File: src/rtl/lpc_row_check.sv
module lpc_row_check #(
  parameter int unsigned NUM_STAGES = 4,
  parameter int unsigned STAGE_BITS = 6,
  localparam int unsigned EN_W = NUM_STAGES * STAGE_BITS
) (
  input  logic [EN_W-1:0] row,
  output logic            row_ok
);
  logic [NUM_STAGES-1:0] field_ok;

  for (genvar s = 0; s < NUM_STAGES; s++) begin : g_stage
    logic [STAGE_BITS-1:0] fld, off, off_inc;
    assign fld     = row[s*STAGE_BITS +: STAGE_BITS];
    assign off     = ~fld;
    assign off_inc = off + 1'b1;
    // disabled bits must form a run from the LSB; MSB must stay on
    assign field_ok[s] = fld[STAGE_BITS-1] && ((off & off_inc) == '0);
  end

  assign row_ok = &field_ok;
endmodule

File: src/rtl/lpc_idx_reg.sv
module lpc_idx_reg #(
  parameter int unsigned NUM_STEPS = 11,
  parameter int unsigned IDX_W     = 4
) (
  input  logic             clk,
  input  logic             rst,
  input  logic [IDX_W-1:0] idx_in,
  input  logic             valid_in,
  output logic [IDX_W-1:0] idx_q,
  output logic             valid_q
);
  localparam logic [IDX_W:0]   STEPS_W = (IDX_W+1)'(NUM_STEPS);
  localparam logic [IDX_W-1:0] LAST    = IDX_W'(NUM_STEPS - 1);

  logic [IDX_W-1:0] idx_sat;
  assign idx_sat = ({1'b0, idx_in} >= STEPS_W) ? LAST : idx_in;

  always_ff @(posedge clk) begin
    if (rst) begin
      idx_q   <= '0;
      valid_q <= 1'b0;
    end else begin
      idx_q   <= idx_sat;
      valid_q <= valid_in;
    end
  end

  // registered index never points past the last row
  a_r4_idx_in_range: assert property (@(posedge clk) disable iff (rst)
    {1'b0, idx_q} < STEPS_W);
endmodule

File: src/rtl/lpc_table.sv
module lpc_table #(
  parameter int unsigned NUM_STEPS = 11,
  parameter int unsigned IDX_W     = 4,
  parameter int unsigned EN_W      = 24
) (
  input  logic             clk,
  input  logic             rst,
  input  logic             we,
  input  logic [IDX_W-1:0] waddr,
  input  logic [EN_W-1:0]  wdata,
  input  logic             shape_ok,
  input  logic [IDX_W-1:0] raddr,
  output logic [EN_W-1:0]  rdata,
  output logic             reject
);
  localparam logic [IDX_W:0] STEPS_W = (IDX_W+1)'(NUM_STEPS);

  logic [EN_W-1:0] mem [NUM_STEPS];
  logic addr_ok, wr_ok;

  assign addr_ok = {1'b0, waddr} < STEPS_W;
  assign wr_ok   = addr_ok && shape_ok;

  always_ff @(posedge clk) begin
    if (rst) begin
      for (int i = 0; i < NUM_STEPS; i++) mem[i] <= '1;
      reject <= 1'b0;
    end else begin
      if (we && wr_ok) mem[waddr] <= wdata;
      reject <= we && !wr_ok;
    end
  end

  assign rdata = ({1'b0, raddr} < STEPS_W) ? mem[raddr] : '1;

  // refused write is flagged on the following cycle
  a_r6_flag_refused: assert property (@(posedge clk) disable iff (rst)
    we && !(addr_ok && shape_ok) |=> reject);
  // flag stays low without a refused write
  a_r9_flag_quiet: assert property (@(posedge clk) disable iff (rst)
    !(we && !(addr_ok && shape_ok)) |=> !reject);
endmodule

File: src/rtl/lsb_prec_ctrl.sv
module lsb_prec_ctrl #(
  parameter int unsigned NUM_STEPS  = 11,
  parameter int unsigned NUM_STAGES = 4,
  parameter int unsigned STAGE_BITS = 6,
  localparam int unsigned IDX_W = $clog2(NUM_STEPS),
  localparam int unsigned EN_W  = NUM_STAGES * STAGE_BITS
) (
  input  logic             clk,
  input  logic             rst,
  input  logic             tbl_we,
  input  logic [IDX_W-1:0] tbl_addr,
  input  logic [EN_W-1:0]  tbl_wdata,
  output logic             tbl_reject,
  input  logic [IDX_W-1:0] snr_idx,
  input  logic             snr_valid,
  input  logic             upd_strobe,
  output logic [EN_W-1:0]  bit_en
);
  logic             shape_ok;
  logic [IDX_W-1:0] idx_q;
  logic             valid_q;
  logic [EN_W-1:0]  row_sel;

  lpc_row_check #(.NUM_STAGES(NUM_STAGES), .STAGE_BITS(STAGE_BITS)) u_chk (
    .row(tbl_wdata), .row_ok(shape_ok));

  lpc_idx_reg #(.NUM_STEPS(NUM_STEPS), .IDX_W(IDX_W)) u_idx (
    .clk(clk), .rst(rst), .idx_in(snr_idx), .valid_in(snr_valid),
    .idx_q(idx_q), .valid_q(valid_q));

  lpc_table #(.NUM_STEPS(NUM_STEPS), .IDX_W(IDX_W), .EN_W(EN_W)) u_tbl (
    .clk(clk), .rst(rst), .we(tbl_we), .waddr(tbl_addr), .wdata(tbl_wdata),
    .shape_ok(shape_ok), .raddr(idx_q), .rdata(row_sel), .reject(tbl_reject));

  always_ff @(posedge clk) begin
    if (rst)             bit_en <= '1;
    else if (upd_strobe) bit_en <= valid_q ? row_sel : '1;
  end

  // enables move only on a strobe edge
  a_r3_hold_between_strobes: assert property (@(posedge clk) disable iff (rst)
    !upd_strobe |=> $stable(bit_en));
  // invalid measurement gives full precision
  a_r5_invalid_full: assert property (@(posedge clk) disable iff (rst)
    upd_strobe && !valid_q |=> (&bit_en));

  for (genvar s = 0; s < NUM_STAGES; s++) begin : g_shape
    logic [STAGE_BITS-1:0] fld, fld_shl;
    assign fld     = bit_en[s*STAGE_BITS +: STAGE_BITS];
    assign fld_shl = fld << 1;
    // each output field is a run of ones reaching its MSB
    a_r8_field_shape: assert property (@(posedge clk) disable iff (rst)
      fld[STAGE_BITS-1] && ($countones(fld ^ fld_shl) == 1));
  end
endmodule

File: config.mk
export PLATFORM = sky130hd
export DESIGN_NAME = lsb_prec_ctrl
export DESIGN_NICKNAME = d
export VERILOG_FILES = /design/src/rtl/lpc_row_check.sv /design/src/rtl/lpc_idx_reg.sv /design/src/rtl/lpc_table.sv /design/src/rtl/lsb_prec_ctrl.sv
export SDC_FILE = /design/constraint.sdc
export NUM_CORES = 1
export LEC_CHECK = 0
export ABC_AREA = 0
export BUFFER_PORTS_ARGS = -buffer_cell sky130_fd_sc_hd__buf_2
export CORE_ASPECT_RATIO = 2
export CORE_MARGIN = 3
export CORE_UTILIZATION = 45
export CTS_BUF_LIST = sky130_fd_sc_hd__clkbuf_4
export DETAILED_ROUTE_END_ITERATION = 8
export SLEW_MARGIN = 20
export SYNTH_ARGS = -nofsm -noshare
export SYNTH_HDL_FRONTEND = slang
export SYNTH_SLANG_ARGS = --single-unit
File: constraint.sdc
create_clock -name clk -period 4.1 [get_ports clk]
set_input_delay 0.205 -clock clk [delete_from_list [all_inputs] [get_ports clk]]
set_output_delay 0.205 -clock clk [all_outputs]
set_load 0.05 [all_outputs]
==> reports/results.tsv <==
stage	metric	value	unit
route	wl	33900	um
grt	grt_pass1_vias	8533	
power	powerDensity	421	nW/um^2
setup_path	cp.required	4520	ps
power	p_leak	4.93	nW
floorplanning	dieArea	30600	um^2
placed_design	port_buffers	61	
clock_network	htreeDepth	3	
timing	fin_tns_setup	0	ps
route	drtPass1Iterations	5	
grt	use_met3	4.35	%
timing	fin_crit	3160	ps
power	pwr-share-clk	36.9	%
clock_network	cts.path.max_buffers	3	
grt	met1_usage	29.1	%
route	dr_total_vias	8554	
logic_synthesis	ys_seq_area_share	64.8	%
power	p_int	4.71	mW
logic_synthesis	yosysTopAreaCell	edfxtp_1	
route	drtIter0Drc	734	
timing	finClkSkew	34.1	ps
route	drc	0	
timing	rsz0062_at_grt	no	
setup_path	worstPathMaxFanout	21	
timing	timing.final.max_slew_violations	0	
logic_synthesis	avgSynthCellArea	13.4	um^2
setup_path	critical_path_arrival	3580	ps
finish	regArea	8290	um^2
timing	fmax	0.316	GHz
placed_design	gp_congestion	0.786	
power	seqPwrFrac	55.2	%
logic_synthesis	yosys.cell_types.count	43	
finish	finalNonFillerCells	1501	
min_path	hold_class	in -> reg	
finish	nFillCells	2406	
clock_network	cts_root_buf	clkbuf_4	
job	cap_violations	0	
floorplanning	io_pins	62	
grt	antenna_found_initial	1	
setup_path	end_kind	flip-flop	
placed_design	placed_cells	1350	
grt	grt_first_pass_wirelength	51600	um
power	ir_worst_vdd	0.000216	V
power	swShare	24.2	%
grt	grt_overflow	0	
logic_synthesis	synthFlopType	edfxtp_1	
run_status	status	finished clean	
setup_path	crit_type	in -> reg	
timing	slew_headroom	32.8	%
finish	multi_input_area	4330	um^2
clock_network	post_cts_resized	0	
clock_network	clock_sinks	294	
grt	grt_max_degree	101	
logic_synthesis	synthesis.area	12800	um^2
clock_network	worst_skew_pair.late_latency	720	ps
floorplanning	core_area	27800	um^2
timing	hold_violations	0	
grt	gr-usage-met2	36.4	%
setup_path	cp-start-kind	input port	
floorplanning	die_width	125	um
route	antenna_left	0	
timing	tightest_slew	1010	ps
route	wl_per_cell	22.6	um
clock_network	tritoncts	done	
clock_network	clk_pin_slew	80	ps
power	combPwrFrac	8.0	%
floorplanning	die-height	244	um
logic_synthesis	synth_top_area_share	56.4	%
logic_synthesis	netlist_instances	954	
power	switchingPower	1.51	mW
logic_synthesis	synth_edf_count	240	
clock_network	cts_made_buffers	67	
timing	finalCritPeriodShare	77.1	%
floorplanning	rows	86	
finish	final_nets	1134	
grt	globalRouteTotalUtil	22.1	%
logic_synthesis	synth.area.top_cells	edfxtp_1 56%, dfxtp_1 8.5%, mux4_2 4.2%	
timing	final-setup-viol-count	0	
grt	top_usage_layer	met2	
logic_synthesis	synth-async-reset-ratio	0	%
logic_synthesis	ys_seq_elements	294	
placed_design	hpwl	21900	um
power	power	6.22	mW
finish	area_growth	15.6	%
logic_synthesis	yosys_warnings	0	
finish	drive_gt1_share	25.3	%
floorplanning	initial_utilization	46.1	%
route	viasPerCell	5.70	
-- cells in the mapped netlist (5+ instances only) --
master / instances
o22ai_1: 25
a21o_1: 5
clkbuf_1: 68
mux2i_1: 48
buf_2: 8
mux2_2: 24
a221o_1: 21
nand2_1: 70
nor2_1: 31
or2_1: 20
a31oi_1: 24
a22oi_1: 24
nand3_1: 82
edfxtp_1: 240
mux4_2: 24
nand2b_1: 67
dfxtp_1: 54
or2_2: 25
o221ai_1: 24
nor2b_1: 23
-- logic make-up (layout without fill, tap and decap cells) --
family	Yosys count	in the layout	synth area share [%]
and+or+nand+nor	342	342	14.2
DFF	294	294	64.8
AOI/OAI and AO/OA	134	134	7.95
muxes	96	96	10.1
buffers and inverters	87	242	2.91
other	1	41	0.0293
-- sequential cells by signal, summed over array words and instances, names as in the netlist --
| name | flops |
|---|---|
| u_tbl.mem | 264 |
| bit_en | 24 |
| u_idx.idx_q | 4 |
| u_idx.valid_q | 1 |
| u_tbl.reject | 1 |
-- worst paths after layout --
kind                      from           endpoint  slack (ps)  cells past startpoint
max reg2reg     u_idx.idx_q[1]         bit_en[23]        1570                      5
max               tbl_wdata[2]   u_tbl.mem[0][18]         940                      8
min                        rst       u_tbl.reject         140                      3
min reg2reg  u_tbl.mem[10][23]  u_tbl.mem[10][23]         460                      2
-- power groups by stage --
stage / clock network (mW) / registers [mW] / logic [mW]
after global placement: 0 / 3.50 / 0.469
after global routing: 2.47 / 3.44 / 0.532
after floorplan: 0 / 3.49 / 0.291
final: 2.29 / 3.43 / 0.495
after detailed placement: 0 / 3.50 / 0.472
after CTS: 2.35 / 3.43 / 0.495
-- per-layer routing --
layer / routed length (um) / share of wire, %
met3: 1950 / 5.7
met1: 14100 / 41
met4: 957 / 2.8
met2: 16900 / 50
met5: 0 / 0
-- layout make-up --
| class | count | area share (%) |
|---|---|---|
| antenna | 1 | 0.0169 |
| clock buffer | 104 | 5.28 |
| clock inverter | 16 | 0.432 |
| inverter | 1 | 0.0254 |
| multi-input combinational | 612 | 29.3 |
| sequential | 294 | 56.1 |
| tap | 352 | 2.98 |
| timing repair buffer | 121 | 5.88 |
-- per-stage QoR --
| stage | area (um^2) | worst slack [ps] | hold slack [ps] | util, % |
|---|---|---|---|---|
| 6_report | 14800 | 937 | 137 | 53.2 |
| 3_5_place_dp | 13600 | 746 | 421 | 49.1 |
| 4_1_cts | 14800 | 976 | 55.3 | 53.2 |
| 3_3_place_gp | 13600 | 777 | 421 | 49.1 |
| 5_1_grt | 14800 | 881 | 105 | 53.2 |
| 2_1_floorplan | 12900 | 1180 | 281 | - |
-- worst max-delay path, stage by stage --
cell,delay [ps]
dlygate4sd3_1,530
buf_2,160
or2_0,230
a221o_1,350
or4_1,750
or4b_4,720
nand2b_1,410
buf_12,220
-- placed cells by master (no fill, tap or decap), types with 11 or more instances in the layout --
master and count:
o221ai_1 24, buf_4 27, mux2i_1 48, mux4_2 24, a31oi_1 24, or2_1 20
clkinv_1 11, nand2_1 70, mux2_2 24, dlygate4sd3_1 30, nand2b_1 67, clkbuf_4 104
nand3_1 82, edfxtp_1 240, buf_2 61, or2_2 25, dfxtp_1 52, o22ai_1 25
a221o_1 21, a22oi_1 24, nor2b_1 21, conb_1 40, nor2_1 31
-- what timing repair did --
item,in CTS,in global routing
buffers inserted,0,0
endpoints found under the hold margin,215,0
hold buffers,30,0
Note: power is estimated with default switching activity, not from simulation.
